[src/rtl/fsk_mod_pkg.sv]
package fsk_mod_pkg;
  localparam int SEL_W        = 3;
  localparam int BAUD_W       = 2;
  localparam int NUM_CARRIERS = 1 << SEL_W;
  localparam int NUM_BAUDS    = 1 << BAUD_W;
  localparam int BASE_BAUD    = 600;

  typedef struct packed {
    logic [SEL_W-1:0]  sel;
    logic [BAUD_W-1:0] baud;
    logic              halfDev;
    logic              data;
  } txCfg_t;

  typedef struct packed {
    logic run;   // modulation active
    logic load;  // capture inputs for the next bit
  } ctrlStrobe_t;

  function automatic longint unsigned carrierHz(input int code);
    case (code)
      0: return 64'd60000;
      1: return 64'd66000;
      2: return 64'd72000;
      3: return 64'd76000;
      4: return 64'd82050;
      5: return 64'd86000;
      6: return 64'd110000;
      default: return 64'd132500;
    endcase
  endfunction

  function automatic longint unsigned baudHz(input int code);
    return longint'(BASE_BAUD) << code;
  endfunction

  // half of the tone spacing; half spacing is refused at the lowest rate
  function automatic longint unsigned halfSpacingHz(input int code, input bit halfDev);
    longint unsigned b;
    b = baudHz(code);
    return (halfDev && code != 0) ? b / 4 : b / 2;
  endfunction

  function automatic longint unsigned hzToStep(input longint unsigned hz,
                                               input longint unsigned clkHz,
                                               input int accW);
    return (hz << accW) / clkHz;
  endfunction
endpackage

[src/rtl/fsk_mod_ctrl.sv]
module fsk_mod_ctrl
  import fsk_mod_pkg::*;
#(
  parameter int CLK_HZ = 16_000_000
) (
  input  logic              clk,
  input  logic              rstN,
  input  logic              txEnable,
  input  logic [BAUD_W-1:0] baudSel,
  input  logic              halfDev,
  output ctrlStrobe_t       strobes,
  output logic              bitStrobe,
  output logic              cfgError
);
  localparam int MAX_PERIOD = CLK_HZ / BASE_BAUD;
  localparam int CNT_W      = $clog2(MAX_PERIOD + 1);

  logic [CNT_W-1:0]  periodLast [NUM_BAUDS];
  logic [CNT_W-1:0]  bitCnt;
  logic [BAUD_W-1:0] baudCur;
  logic              halfDevCur;
  logic              atLast;

  for (genvar b = 0; b < NUM_BAUDS; b++) begin : g_period
    assign periodLast[b] = CNT_W'(longint'(CLK_HZ) / baudHz(b) - 1);
  end

  assign atLast       = (bitCnt == periodLast[baudCur]);
  assign bitStrobe    = txEnable && atLast;
  assign strobes.run  = txEnable;
  assign strobes.load = !txEnable || atLast;
  assign cfgError     = halfDevCur && (baudCur == '0);

  always_ff @(posedge clk or negedge rstN) begin
    if (!rstN)                     bitCnt <= '0;
    else if (!txEnable || atLast)  bitCnt <= '0;
    else                           bitCnt <= bitCnt + 1'b1;
  end

  always_ff @(posedge clk or negedge rstN) begin
    if (!rstN) begin
      baudCur    <= '0;
      halfDevCur <= 1'b0;
    end else if (strobes.load) begin
      baudCur    <= baudSel;
      halfDevCur <= halfDev;
    end
  end
endmodule

[src/rtl/fsk_mod_datapath.sv]
module fsk_mod_datapath
  import fsk_mod_pkg::*;
#(
  parameter int CLK_HZ  = 16_000_000,
  parameter int ACC_W   = 32,
  parameter int PHASE_W = 8
) (
  input  logic               clk,
  input  logic               rstN,
  input  txCfg_t             cfgIn,
  input  ctrlStrobe_t        strobes,
  output logic               carrierOut,
  output logic [PHASE_W-1:0] phaseOut
);
  localparam int HALF_IDX_W = BAUD_W + 1;
  localparam logic [ACC_W-1:0] RESET_STEP =
    ACC_W'(hzToStep(carrierHz(NUM_CARRIERS - 1), CLK_HZ, ACC_W));

  logic [ACC_W-1:0]      centreStep [NUM_CARRIERS];
  logic [ACC_W-1:0]      halfStep   [2*NUM_BAUDS];
  logic [HALF_IDX_W-1:0] halfIdx;
  logic [ACC_W-1:0]      nextStep;
  logic [ACC_W-1:0]      stepReg;
  logic [ACC_W-1:0]      acc;

  for (genvar c = 0; c < NUM_CARRIERS; c++) begin : g_centre
    assign centreStep[c] = ACC_W'(hzToStep(carrierHz(c), CLK_HZ, ACC_W));
  end

  for (genvar b = 0; b < NUM_BAUDS; b++) begin : g_baud
    for (genvar d = 0; d < 2; d++) begin : g_dev
      assign halfStep[2*b+d] =
        ACC_W'(hzToStep(halfSpacingHz(b, d != 0), CLK_HZ, ACC_W));
    end
  end

  assign halfIdx  = {cfgIn.baud, cfgIn.halfDev};
  assign nextStep = cfgIn.data ? centreStep[cfgIn.sel] + halfStep[halfIdx]
                               : centreStep[cfgIn.sel] - halfStep[halfIdx];

  always_ff @(posedge clk or negedge rstN) begin
    if (!rstN)             stepReg <= RESET_STEP;
    else if (strobes.load) stepReg <= nextStep;
  end

  always_ff @(posedge clk or negedge rstN) begin
    if (!rstN)             acc <= '0;
    else if (!strobes.run) acc <= '0;
    else                   acc <= acc + stepReg;
  end

  assign carrierOut = strobes.run && acc[ACC_W-1];
  assign phaseOut   = acc[ACC_W-1 -: PHASE_W];
endmodule

[src/rtl/fsk_modulator.sv]
module fsk_modulator
  import fsk_mod_pkg::*;
#(
  parameter int CLK_HZ  = 16_000_000,
  parameter int ACC_W   = 32,
  parameter int PHASE_W = 8
) (
  input  logic               clk,
  input  logic               rstN,
  input  logic               txEnable,
  input  logic               txData,
  input  logic [SEL_W-1:0]   carrierSel,
  input  logic [BAUD_W-1:0]  baudSel,
  input  logic               halfDev,
  output logic               bitStrobe,
  output logic               carrierOut,
  output logic [PHASE_W-1:0] phaseOut,
  output logic               cfgError
);
  txCfg_t      liveCfg;
  ctrlStrobe_t strobes;

  assign liveCfg = '{sel: carrierSel, baud: baudSel, halfDev: halfDev, data: txData};

  fsk_mod_ctrl #(.CLK_HZ(CLK_HZ)) u_ctrl (
    .clk(clk), .rstN(rstN), .txEnable(txEnable), .baudSel(baudSel),
    .halfDev(halfDev), .strobes(strobes), .bitStrobe(bitStrobe),
    .cfgError(cfgError)
  );

  fsk_mod_datapath #(.CLK_HZ(CLK_HZ), .ACC_W(ACC_W), .PHASE_W(PHASE_W)) u_dp (
    .clk(clk), .rstN(rstN), .cfgIn(liveCfg), .strobes(strobes),
    .carrierOut(carrierOut), .phaseOut(phaseOut)
  );
endmodule

[config.mk]
export PLATFORM = sky130hd
export DESIGN_NAME = fsk_modulator
export DESIGN_NICKNAME = d
export VERILOG_FILES = /design/src/rtl/fsk_mod_pkg.sv /design/src/rtl/fsk_mod_ctrl.sv /design/src/rtl/fsk_mod_datapath.sv /design/src/rtl/fsk_modulator.sv
export SDC_FILE = /design/constraint.sdc
export NUM_CORES = 1
export LEC_CHECK = 0
export BUFFER_PORTS_ARGS = -buffer_cell sky130_fd_sc_hd__buf_2
export CAP_MARGIN = 15
export CORE_MARGIN = 2
export CORE_UTILIZATION = 35
export CTS_CLUSTER_DIAMETER = 200
export DETAILED_ROUTE_END_ITERATION = 12
export SYNTH_ARGS = -nofsm -noshare
export SYNTH_HDL_FRONTEND = slang
export SYNTH_SLANG_ARGS = --single-unit
[constraint.sdc]
create_clock -name clk -period 3 [get_ports clk]
set_input_delay 0.15 -clock clk [delete_from_list [all_inputs] [get_ports clk]]
set_output_delay 0.15 -clock clk [all_outputs]
set_load 0.03 [all_outputs]
After elaboration in Yosys (flattened, before gate mapping)
Memory sizes are Yosys's and may differ from the RTL's.
Index checks and enable logic that the tools add are counted.
{"block": "totals", "input_bits": 10, "n_memories": 2, "word_cells": 34, "mem_bits_ro": 512, "ff_bits": 82}
{"block": "op_classes", "n_bitwise": 3, "n_lt_le_gt_ge": 3, "eq_ne": 1, "reduce_logical": 6, "n_mux": 10, "add_sub_neg": 4}
{"name": "(name not given)", "words": 8, "width": 32, "rd": 1, "rd_clocked_by_memory_dff": 0, "write_ports": 0, "line_no": "fsk_mod_datapath.sv:39", "rtl": ": centreStep[cfgIn.sel] - halfStep[halfIdx];"}
{"name": "(name not given)", "words": 8, "width": 32, "rd": 1, "rd_clocked_by_memory_dff": 0, "write_ports": 0, "line_no": "fsk_mod_datapath.sv:38", "rtl": "assign nextStep = cfgIn.data ? centreStep[cfgIn.sel] + halfStep[halfIdx]"}
{"operator": "$mux 32", "count": 6}
{"operator": "$add 32x32->32", "count": 2}
{"operator": "$mux 15", "count": 3}
{"operator": "$sub 32x32->32", "count": 1}
{"operator": "$bmux 15 s2", "count": 1}
{"operator": "$add 15x1->15 const B", "count": 1}
{"operator": "$eq 15x15->1", "count": 1}
{"operator": "$ge 4x4->1 const B", "count": 2}
{"operator": "$not 3->4", "count": 2}
{"operator": "$ge 3x3->1 const B", "count": 1}
{"operator": "$logic_and 1x1->1", "count": 3}
{"operator": "$not 2->3", "count": 1}
{"operator": "$logic_not 2->1", "count": 1}
{"operator": "$logic_not 1->1", "count": 1}
{"operator": "$logic_or 1x1->1", "count": 1}

Logic depth before layout (Yosys ltp)
Gate-level depths: netlist of the first run.
{"block": "logic_depth", "ltp_word": 7, "depth_mapped": 17}

Cells and area by module
Synthesis of the first run repeated with hierarchy kept, for this count alone.
{"block": "unflattened", "cells_unflattened": 873, "area_unflattened_um2": 7472.2}
{"mod": "fsk_mod_datapath", "n_inst": 1, "cells_each": 772, "seq_area_each_um2": 1616.6, "area_each_um2": 6419.9}
{"mod": "fsk_mod_ctrl", "n_inst": 1, "cells_each": 101, "seq_area_each_um2": 450.4, "area_each_um2": 1052.3}

Worst setup path before layout of the first run
No wires, ideal clock.
{"block": "synth_path", "kind": "input to register", "from": "input port baudSel[1]", "to": "register u_dp.stepReg[26]", "arrival_ps": 2718, "path_buffers": 1, "required_time_ps": 2873, "setup_slack_ps": 155, "stages": 12, "cell_sequence": "clkbuf_1 -> mux2i_1 -> ha_1 -> inv_1 -> fa_1 -> and2b_1 -> o2111ai_2 -> a2111oi_2 -> a211oi_2 -> a211oi_2 -> nor4_2 -> nand3b_1"}
{"block": "synth_between", "elab_chain_len": 6, "elab_cells_between_ends": 7}
{"item": "start, declared", "line_no": "fsk_modulator.sv:13", "rtl": "input logic [BAUD_W-1:0] baudSel,"}
{"item": "$not 3->4 (implied by the code) *", "line_no": "fsk_mod_datapath.sv:38, fsk_mod_datapath.sv:39"}
{"item": "$mem_v2 8x32 *"}
{"item": "$mux 32 (implied by the code) * (2 in a row)", "line_no": "fsk_mod_datapath.sv:39"}
{"item": "$sub 32x32->32 or $add 32x32->32 (tied branches)", "line_no": "fsk_mod_datapath.sv:39, fsk_mod_datapath.sv:38"}
{"item": "$mux 32 *", "line_no": "fsk_mod_datapath.sv:38"}
{"item": "end signal, assigned", "line_no": "fsk_mod_datapath.sv:43", "rtl": "else if (strobes.load) stepReg <= nextStep;"}
{"item": "end, declared", "line_no": "fsk_mod_datapath.sv:23", "rtl": "logic [ACC_W-1:0] stepReg;"}
Every way passes the cells marked *; elsewhere a longest branch is shown, timed or not. The select of a mux whose other input is x is not followed.
A chain may end at the register's enable or synchronous reset.

Worst setup path after layout of the first run
{"block": "layout_path", "from": "input port baudSel[0]", "to": "register u_dp.stepReg[26]"}
Same word-level chain as after synthesis.

==> impl_results.md, run 1 <==
* Sequential share of power at 25.4%
* Combinational power share at 57.8%
* Worst vdd ir at 0.000295 V
* CP Capture Type: register
* Clock Path Buffers at 2
* Vias in the first global route at 5556
* Seq/Total Area, Yosys at 30.0%
* Post-synth EDFFs at 0
* First-pass GRT wire length at 27.1 mm
* Final slew viol count at 0
* Overall power at 0.00639 W
* CP arrival at 3030 ps
* Reg-to-reg slack, setup at 360 ps
* Min Hold Slack at 183 ps
* Reg2reg path depth at 9
* IO buf count at 20
* Overflow after GRT at 0
* Clock skew at 12.3 ps
* Status: complete, no violations
* Count of final setup violators at 0
* Largest fanout on the critical path at 3
* CP required at 3230 ps
* Synthesized area per cell at 8.49 sq um
* Setup TNS at 0 ps
* Final HPWL DP at 12.8 mm
* Switch share at 44.5%
* Initial antenna violation count at 0
* Fin. Hold Viols at 0
* DRC at 0
* Crit. Startpoint: baudSel[0]
* Synth warn at 0
* Clock transition at path regs at 70 ps
* Leak at 3.59 nW
* Async S/R FF share, synth at 100%
* Root Buffer: clkbuf_16
* Chip height at 144 um
* Power per Cell Area at 818 nW/um^2
* Post-Syn Nets at 891
* Internal power at 0.00355 W
* Achievable Freq at 358 MHz
* WL final at 16.3 mm
* Worst rel slew slack at 59.8%
* Worst-skew pair later-pin latency at 350 ps
* GR Util All Layers at 16.4%
* Synth-to-layout area growth at 13.7%
* Post-CTS Setup Repair Bufs at 0
* Starting density of the core at 35.5%
* Average vias per placed instance at 5.11
* Clk sinks at 82
* Synthesized cell area at 6880 sq um
* Antenna cell count at 0
* R2r startpoint: u_dp.acc[0]
* First DRT Iteration DRCs at 380
* R2R Path End: u_dp.acc[28]
* Routed WL per cell at 14.5 um
* Clock Power Share at 16.8%
* Yosys cell types at 71
* IO Count at 21
* Post-Synthesis Cells at 810
* CP startpoint kind: input port
* Post-layout min period at 2790 ps
* Sw Pwr at 0.00284 W
* Setup CP Type: in2reg
* Drt first pass iters at 4
* Largest net degree at the start of global routing at 83
* Max-cap violations at 0
* Worst hold-check path type: in2async
* H-Tree Depth at 3
* CTS tree: yes
* Rows at 51
* Die W at 144 um
* Core Area at 19400 sq um
* Die Footprint at 20800 sq um
* Antenna-violating nets left at 0
* Via count at 5754
* RePlAce Congestion at 0.864
* Setup crit end: u_dp.stepReg[26]
* FF+latch count, synth at 82
* Period utilisation layout at 93.1%
* Share of layout cells above drive strength 1 at 14.9%
* Least-Margin Pin Slew at 601 ps
* Clock buffer count from CTS at 9
* Main synth FF type: dfrtp_1
* Final #Nets at 936
metal layers:
metal	track usage (%)	vias up	wire length, um
met5	0	-	0
met4	4.80	0	225
met3	2.55	14	417
met2	25.4	64	7230
met1	23.5	2720	8420
li1	-	2956	-
sequential cells by signal, summed over array words and instances, names as in the netlist:
register           flops
u_ctrl.baudCur         2
u_ctrl.bitCnt         15
u_ctrl.halfDevCur      1
u_dp.acc              32
u_dp.stepReg          32
cell usage after synthesis, types with 3 or more instances:
library cell / count / area [sq um]
nor3_1: 12 / 60.1
buf_2: 6 / 30.0
dfrtp_1: 70 / 1750
nand4_1: 16 / 100
nor2b_1: 6 / 37.5
a31oi_1: 6 / 37.5
mux2i_1: 8 / 80.1
o21a_1: 10 / 75.1
a21o_1: 21 / 158
nand2b_1: 12 / 75.1
a211oi_1: 9 / 67.6
and3_1: 12 / 75.1
dfstp_2: 12 / 315
nand3b_1: 3 / 22.5
a21oi_1: 81 / 405
o21ai_1: 9 / 45.0
inv_1: 31 / 116
nand3_1: 14 / 70.1
nand2_1: 82 / 308
o21bai_1: 13 / 97.6
o21ai_0: 35 / 175
a21boi_0: 3 / 22.5
xor2_1: 29 / 254
ha_1: 69 / 863
a2111oi_2: 3 / 45.0
clkbuf_1: 16 / 60.1
buf_4: 12 / 90.1
o31ai_1: 5 / 37.5
nor2_1: 88 / 330
and2_1: 13 / 81.3
o211ai_1: 3 / 22.5
xnor2_1: 46 / 403
a21oi_2: 4 / 35.0
a211o_1: 4 / 35.0
power by group through the flow:
stage | registers [W] | logic [W] | clock network [W]
floorplan | 0.00157 | 0.00296 | 0
global placement | 0.00164 | 0.00363 | 0
detailed placement | 0.00165 | 0.00366 | 0
CTS | 0.00163 | 0.00368 | 0.00111
global route | 0.00166 | 0.00412 | 0.00116
finish | 0.00162 | 0.00369 | 0.00108
worst max-delay path, stage by stage:
cell,delay [ps]
buf_2,90
inv_1,40
ha_1,310
mux2i_2,240
ha_2,240
inv_1,60
fa_1,370
and2b_1,240
o2111ai_2,190
a2111oi_4,410
a211oi_2,110
a211oi_2,300
nor4_2,100
nand3b_1,190
through the flow:
step | instances | util (%) | area (sq um) | setup slack [ps]
2_1_floorplan | 810 | - | 6880 | 155
4_1_cts | 1123 | 40.0 | 7760 | 123
5_1_grt | 1125 | 40.3 | 7820 | -15.4
6_report | 1125 | 40.3 | 7820 | 207
3_3_place_gp | 1107 | 38.6 | 7480 | -194
3_5_place_dp | 1107 | 38.6 | 7480 | -264
worst min path at each step:
stage / start / to / slack, ps / depth (start not counted)
after floorplan: rstN / u_ctrl.baudCur[0] / -150 / 0
after global placement: rstN / u_dp.acc[29] / 420 / 1
after detailed placement: rstN / u_dp.acc[29] / 430 / 1
after CTS: rstN / u_dp.acc[29] / 40 / 1
after global routing: rstN / u_dp.acc[24] / 200 / 2
final: rstN / u_dp.acc[29] / 180 / 2
cell families (layout without fill, tap and decap cells):
family          count (synthesis)  after routing  share of synthesized area [%]
simple gates                  274            274                           18.8
mux                             9              9                           1.33
compound gates                229            229                           22.3
xor+xnor                       75             75                           9.55
flops                          82             82                           30.0
fa+ha+maj                      71             71                           13.1
buf+inv                        70            120                           4.82
cells in the final DEF (no fill, tap or decap), drive strengths merged, types with 3 or more instances in the layout:
master    instances
nand3            14
o21a             11
a211o             4
xnor2            46
buf              71
dfstp            12
or4               3
o211ai            4
nand4            16
a31oi             7
inv              35
nor3             12
ha               69
a2111oi           5
o21ai            44
nand3b            3
clkbuf            9
o21bai           13
a211oi           11
nor4              3
a21oi            86
nand2b           12
nor2             88
and2             13
nor2b             6
or2               4
a21o             21
and3             12
xor2             29
mux2i             8
o31ai             5
clkinvlp          4
dfrtp            70
nand2            82
a21boi            4
layout make-up:
type,instances,area [sq um]
fill,2011,11600
multi-input combinational,658,4500
sequential,82,2070
timing repair buffer,72,515
tap,265,332
clock buffer,9,225
inverter,32,120
clock inverter,7,58.8
repair_timing:
item / CTS / global route
setup endpoints to repair: 0 / 4
hold endpoints to repair: 0 / 11
hold buffers: 0 / 1
resized for setup: 0 / 3
Power figures use the tool's default switching activity.
==> inputs of run 2 (changes only) <==
Settings changed: BUFFER_PORTS_ARGS -buffer_cell sky130_fd_sc_hd__buf_2 to -buffer_cell sky130_fd_sc_hd__clkbuf_2.
==> run 2 against run 1 <==
- wire length increased by 0.57%
- combinational power about the same
- total power increased by 1.7%
- global-route usage increased by 0.24 points
- clock-buffer cell count unchanged
- maximum frequency decreased by 0.42%
- critical path depth unchanged
==> impl_results.md, run 2 (same netlist as run 1, synthesis figures left out) <==
* Status: complete, no violations
* Least-Margin Pin Slew at 648 ps (+46.8 ps)
* Finished Layout Cells at 1120 (-0.44%)
* Reg2reg path depth at 9 (unchanged)
* Setup CP Type: in2reg
* Die W at 144 um (unchanged)
* Starting density of the core at 35.5% (unchanged)
* DRC at 0 (unchanged)
* Clock skew at 11.6 ps (-0.678 ps)
* Worst-skew pair later-pin latency at 350 ps (about the same)
* CP startpoint kind: input port
* Worst rel slew slack at 56.3% (-3.4 points)
* CP bufs+invs at 3 (unchanged)
* Power per Cell Area at 832 nW/um^2 (+1.7%)
* Achievable Freq at 357 MHz (-0.42%)
* Hold Path Origin: baudSel[0]
* Pre-CTS setup slack at -267 ps (-2.88 ps)
* WL final at 16.4 mm (+0.57%)
* Fin. Hold Viols at 0 (unchanged)
* Worst hold-check path type: in2reg
* Synth-to-layout area growth at 13.7% (about the same)
* Share of layout cells above drive strength 1 at 14.4% (-0.50 points)
* GR Util All Layers at 16.6% (+0.24 points)
* Core Area at 19400 sq um (unchanged)
* Count of final setup violators at 0 (unchanged)
* RePlAce Congestion at 0.857 (-0.78%)
* Clock buffer count from CTS at 9 (unchanged)
* Crit path max-delay cell type: o21ai_0
* R2R Path End: u_dp.acc[28]
* Antenna cell count at 0 (unchanged)
* Post-Place Cells at 1102 (-0.45%)
* H-Tree Depth at 3 (unchanged)
* IO buf count at 20 (unchanged)
* Rows at 51 (unchanged)
* Die Footprint at 20800 sq um (unchanged)
* Overall power at 0.00650 W (+1.7%)
* First-pass GRT wire length at 27.4 mm (+1.0%)
* Post-layout min period at 2800 ps (+11.9 ps)
* Clock Path Buffers at 2 (unchanged)
* Commonest non-fill, non-tap cell in the layout: nor2_1
* Antenna-violating nets left at 0 (unchanged)
* WHS Endpoint: u_ctrl.baudCur[0]
* Cell chain of the critical path: clkbuf_2 -> inv_1 -> buf_4 -> ha_1 -> o21ai_0 -> xnor2_1 -> ha_1 -> a21o_1 -> a21oi_2 -> a2111oi_4 -> a211oi_2 -> a211oi_2 -> nor4_2 -> nand3b_1
* Reg-to-reg slack, setup at 400 ps (+40 ps)
* Initial antenna violation count at 0 (unchanged)
* Vias in the first global route at 5515 (-0.74%)
* First DRT Iteration DRCs at 394 (+3.7%)
* IO Count at 21 (unchanged)
* Routed WL per cell at 14.6 um (+1.0%)
* CP arrival at 3090 ps (+60 ps)
* Final slew viol count at 0 (unchanged)
* R2r startpoint: u_dp.acc[0]
* Largest fanout on the critical path at 3 (unchanged)
* Hold path depth at 4
* Leak at 3.59 nW (-0.11%)
* Via count at 5689 (-1.1%)
* Overflow after GRT at 0 (unchanged)
* Slowest stage delay, CP at 540 ps (+130 ps)
* Final WS setup at 196 ps (-11.9 ps)
* Clk sinks at 82 (unchanged)
* Period utilisation layout at 93.5% (+0.40 points)
* Clock transition at path regs at 70 ps (about the same)
* CTS tree: yes
* CP required at 3290 ps (+60 ps)
* Final #Nets at 931 (-0.53%)
* CP Capture Type: register
* Drt first pass iters at 5 (+1)
* Critical path's top delay family: compound AO/OA/AOI/OAI gates
* Final HPWL DP at 12.7 mm (-0.82%)
* Max-cap violations at 0 (unchanged)
* Post-DP Area at 7440 sq um (-0.50%)
* Most frequent cells in the layout: nor2_1, nand2_1, a21oi_1
* Largest net degree at the start of global routing at 83 (unchanged)
* Post-route design area at 7820 sq um (about the same)
* Worst vdd ir at 0.000326 V (+10%)
* Root Buffer: clkbuf_16
* Biggest regs: u_dp.acc (32), u_dp.stepReg (32), u_ctrl.bitCnt (15)
* Chip height at 144 um (unchanged)
* RSZ-0062 raised after global routing: no
* Utilization after layout at 40.3% (about the same)
* Average vias per placed instance at 5.08 (-0.69%)
## run 2: changes by cell type in the layout (fill, tap and decap cells not counted), sizes merged
cell      before  now
buf           71   47
bufinv         0    1
clkbuf         9   28
clkinv         0    2
clkinvlp       4    1
## run 2: routing by layer
metal  wire length [um]  track usage [%]
met4                253             4.50
met5                  0                0
met2               7140             26.4
met1               8470             23.6
met3                528             2.48
## run 2: layout make-up
type,instances,area [sq um]
Fill cell,2038,11600
Multi-Input combinational cell,658,4510
Sequential cell,82,2070
Timing Repair Buffer,67,478
Tap cell,265,332
Clock buffer,9,225
Inverter,32,120
Clock inverter,7,86.3
## run 2: worst reg2reg max path, delay by kind of cell (launching register included)
| kind | cells | cell delay [ps] |
|---|---|---|
| multiplexers | 1 | 120 |
| adder cells (fa/ha/maj) | 2 | 660 |
| flip-flops | 1 | 360 |
| AND/OR/NAND/NOR | 1 | 180 |
| AO/OA/AOI/OAI | 5 | 1180 |
## run 2: repair_timing
item                                    in CTS  in global routing
buffers inserted                             0                  0
gates resized for setup                      0                  4
hold endpoints to repair                     0                 18
endpoints found under the setup margin       0                  5
hold buffers                                 0                  1
## run 2: worst max path at each step
stage                  endpoint  startpoint  cells past startpoint  slack [ps]
2_1_floorplan  u_dp.stepReg[26]  baudSel[1]                     12         150
3_3_place_gp   u_dp.stepReg[26]  baudSel[0]                     14        -200
3_5_place_dp   u_dp.stepReg[26]  baudSel[0]                     14        -270
4_1_cts        u_dp.stepReg[26]  baudSel[0]                     14         120
5_1_grt        u_dp.stepReg[18]  baudSel[0]                     15          10
6_report       u_dp.stepReg[26]     halfDev                     14         200
## run 2: power breakdown
part | leakage [nW] | switching [W] | internal [W]
sequential | 1.01 | 0.000187 | 0.00145
clock | 0.150 | 0.000518 | 0.000663
combinational | 2.42 | 0.00217 | 0.00152
total | 3.59 | 0.00288 | 0.00363
## run 2: through the flow
step | hold WS [ps] | TNS (ps)
finish | 173 | 0
global placement | 422 | -978
floorplan | -146 | 0
global route | 205 | 0
CTS | 50.9 | 0
detailed placement | 425 | -1830
==> inputs of run 3 (changes only) <==
Settings changed: ABC_AREA set to 1.
==> run 3 against run 2 <==
- register-to-register slack improved by 130 ps
- utilization fell by 1.4 points
- total power fell by 8.4%
- global-route usage rose by 1.7 points
- critical path type unchanged
- combinational power fell by 15%
- via count rose by 29%
- first-iteration DRC count rose by 12%
- worst setup slack improved by 320 ps
==> impl_results.md, run 3 <==
* Overflow after GRT at 0 (unchanged)
* Worst vdd ir at 0.000289 V (-11%)
* CP bufs+invs at 4 (+1)
* Min Hold Slack at 79.4 ps (-93.2 ps)
* Status: complete, no violations
* Biggest regs: u_dp.acc (32), u_dp.stepReg (32), u_ctrl.bitCnt (15)
* Seq/Total Area, Yosys at 26.5% (-3.5 points)
* Register area at 2070 sq um (unchanged)
* Slowest stage delay, CP at 350 ps (-190 ps)
* Starting density of the core at 35.7% (+0.24 points)
* Die W at 153 um (+6.2%)
* RePlAce Congestion at 0.929 (+8.3%)
* R2r startpoint: u_ctrl.baudCur[0]
* Share of layout cells above drive strength 1 at 6.01% (-8.4 points)
* H-Tree Depth at 3 (unchanged)
* Top-count cell post-synth: nand2_1
* IO buf count at 20 (unchanged)
* Synthesized area per cell at 6.13 sq um (-28%)
* Achievable Freq at 402 MHz (+13%)
* WL final at 20.5 mm (+25%)
* Fin. Hold Viols at 0 (unchanged)
* Worst hold-check path type: in2reg
* Fill count at 2442 (+20%)
* GR Util All Layers at 18.3% (+1.7 points)
* Count of final setup violators at 0 (unchanged)
* Most frequent cells in the layout: nand2_1, inv_1, nor2_1
* Largest fanout on the critical path at 4 (+1)
* Hold Path Origin: baudSel[0]
* DRC at 0 (unchanged)
* DRT met1 WL at 10.5 mm (+24%)
* Switch share at 45.8% (+1.6 points)
* Max Used Layer: met4
* Clk sinks at 82 (unchanged)
* Routed wire length on met3 at 615 um (+16%)
* Most frequent cells after synthesis: nand2_1, inv_1, nor2_1
* Internal power at 0.00323 W (-11%)
* Vias in the first global route at 7025 (+27%)
* First DRT Iteration DRCs at 442 (+12%)
* Post-Syn Nets at 1352 (+52%)
* Die Footprint at 23500 sq um (+13%)
* Post-layout min period at 2490 ps (-319 ps)
* Largest net degree at the start of global routing at 83 (unchanged)
* Max-cap violations at 0 (unchanged)
* Rows at 54 (+5.9%)
* Post-Synthesis Cells at 1271 (+57%)
* Yosys top cell area share at 22.8% (-2.7 points)
* Cell chain of the critical path: clkbuf_2 -> inv_1 -> ha_1 -> or2_2 -> xor2_1 -> o21ai_0 -> buf_4 -> inv_1 -> ha_1 -> nand2_1 -> nor2_1 -> nand3_1 -> nand2_1 -> nand2_1 -> nand2_1 -> nand4_1 -> nand3_1 -> nand2_1
* Critical path's top delay family: simple AND/OR/NAND/NOR gates
* Routed WL per cell at 13.0 um (-11%)
* Clock Path Buffers at 2 (unchanged)
* Post-synth EDFFs at 0 (unchanged)
* Crit path max-delay cell type: ha_1
* CP dominant cell by count: nand2_1
* Synth warn at 0 (unchanged)
* Core Area at 21800 sq um (+12%)
* Leak at 4.91 nW (+37%)
* Commonest non-fill, non-tap cell in the layout: nand2_1
* Drt first pass iters at 5 (unchanged)
* Crit path depth at 18 (+4)
* Reg2reg path depth at 13 (+4)
* IO Count at 21 (unchanged)
* Setup TNS at 0 ps (unchanged)
* Top post-synthesis cells by area: nand2_1, dfrtp_1, ha_1
* Clock transition at path regs at 70 ps (about the same)
* Via count at 7340 (+29%)
* Main synth FF type: dfrtp_1
* Antenna cell count at 0 (unchanged)
* Final #Nets at 1373 (+47%)
* WHS Endpoint: u_ctrl.baudCur[0]
* Root Buffer: clkbuf_16
* Combinational power share at 52.5% (-4.2 points)
* Setup CP Type: in2reg
* Average vias per placed instance at 4.65 (-8.4%)
* Final HPWL DP at 16.5 mm (+30%)
* CP required at 3230 ps (-60 ps)
* Overall power at 0.00596 W (-8.4%)
* CP arrival at 2720 ps (-370 ps)
* FF+latch count, synth at 82 (unchanged)
* Chip height at 153 um (+6.2%)
* Sequential share of power at 27.0% (+1.9 points)
* Reg-to-reg slack, setup at 530 ps (+130 ps)
* CP Capture Type: register
* Yosys cell types at 39 (-45%)
* Least-Margin Pin Slew at 887 ps (+238 ps)
* Clock skew at 11.2 ps (-0.438 ps)
* R2R Path End: u_ctrl.bitCnt[8]
* Async S/R FF share, synth at 100% (unchanged)
* Initial antenna violation count at 0 (unchanged)
* Synth-to-layout area growth at 9.09%
* CTS tree: yes
* Synthesized cell area at 7790 sq um (+13%)
* Sw Pwr at 0.00273 W (-5.1%)
* Worst-skew pair later-pin latency at 360 ps (about the same)
* Period utilisation layout at 82.8% (-11 points)
* Antenna-violating nets left at 0 (unchanged)
* Power per Cell Area at 701 nW/um^2 (-16%)
* Leading area contributor after synthesis: nand2_1
* Met2 WL at 8.79 mm (+23%)
* Multi-input logic area at 4710 sq um (+4.5%)
* Final slew viol count at 0 (unchanged)
* RSZ-0062 raised after global routing: no
* CP startpoint kind: input port
* Worst rel slew slack at 40.8% (-16 points)
* Clock buffer count from CTS at 9 (unchanged)
* First-pass GRT wire length at 34.7 mm (+27%)
* Clock Power Share at 20.5% (+2.3 points)
* Hold path depth at 3 (-1)
run 3: cell count changes after synthesis, moves of 19 or more:
cell / delta
nand2_1: +391
xor2_1: -19
a21o_1: -19
xnor2_1: -31
nor2_1: +48
inv_1: +191
nand3_1: +57
run 3: layout make-up:
class	instances	area share, %
Tap cell	280	4.12
Multi-Input combinational cell	940	55.4
Clock buffer	11	2.74
Timing Repair Buffer	31	2.36
Clock inverter	5	0.957
Sequential cell	82	24.3
Inverter	228	10.1
run 3: timing repair:
action / in CTS / in global routing
endpoints found under the hold margin: 70 / 0
hold buffers: 1 / 0
resized for setup: 0 / 0
setup buffers: 0 / 0
run 3: tightest hold or removal path: cells and delay by family:
kind / cells / cell delay [ps]
simple gates: 1 / 70
compound gates: 1 / 60
buf+inv: 1 / 120
run 3: logic make-up after synthesis:
group / Yosys count / share of synthesized area [%]
buffers and inverters: 249 / 13.0
AO/OA/AOI/OAI: 115 / 7.82
XOR/XNOR: 25 / 2.81
AND/OR/NAND/NOR: 729 / 38.3
adder cells (fa/ha/maj): 71 / 11.6
flip-flops: 82 / 26.5
run 3: worst max path at each step:
| stage | end | slack (ps) | start |
|---|---|---|---|
| 2_1_floorplan | u_dp.stepReg[14] | 640 | baudSel[0] |
| 3_5_place_dp | u_dp.stepReg[27] | 130 | baudSel[0] |
| 5_1_grt | u_ctrl.bitCnt[2] | 170 | u_ctrl.baudCur[0] |
| 3_3_place_gp | u_dp.stepReg[31] | 170 | baudSel[0] |
| 6_report | u_dp.stepReg[27] | 510 | baudSel[0] |
| 4_1_cts | u_ctrl.bitCnt[8] | 470 | u_ctrl.baudCur[0] |
run 3: per-stage QoR:
| stage | cells | setup slack, ps | utilization, % | area [sq um] |
|---|---|---|---|---|
| final | 1577 | 515 | 39.0 | 8500 |
| after global routing | 1577 | 173 | 39.0 | 8500 |
| after CTS | 1577 | 475 | 39.0 | 8500 |
| after detailed placement | 1560 | 134 | 37.5 | 8180 |
| after global placement | 1560 | 170 | 37.5 | 8180 |
| after floorplan | 1271 | 644 | - | 7790 |
run 3: power groups by stage:
| stage | Sequential, W | Combinational (W) | Clock [W] |
|---|---|---|---|
| after floorplan | 0.00154 | 0.00248 | 0 |
| after global placement | 0.00162 | 0.00308 | 0 |
| after detailed placement | 0.00163 | 0.00311 | 0 |
| after CTS | 0.00161 | 0.00313 | 0.00125 |
| after global routing | 0.00164 | 0.00362 | 0.00130 |
| final | 0.00161 | 0.00313 | 0.00122 |
run 3: layer usage:
layer / up-vias / global-route usage (%)
met3: 33 / 2.58
met5: - / 0
met1: 3249 / 25.6
met4: 0 / 6.00
met2: 112 / 29.3
li1: 3946 / -
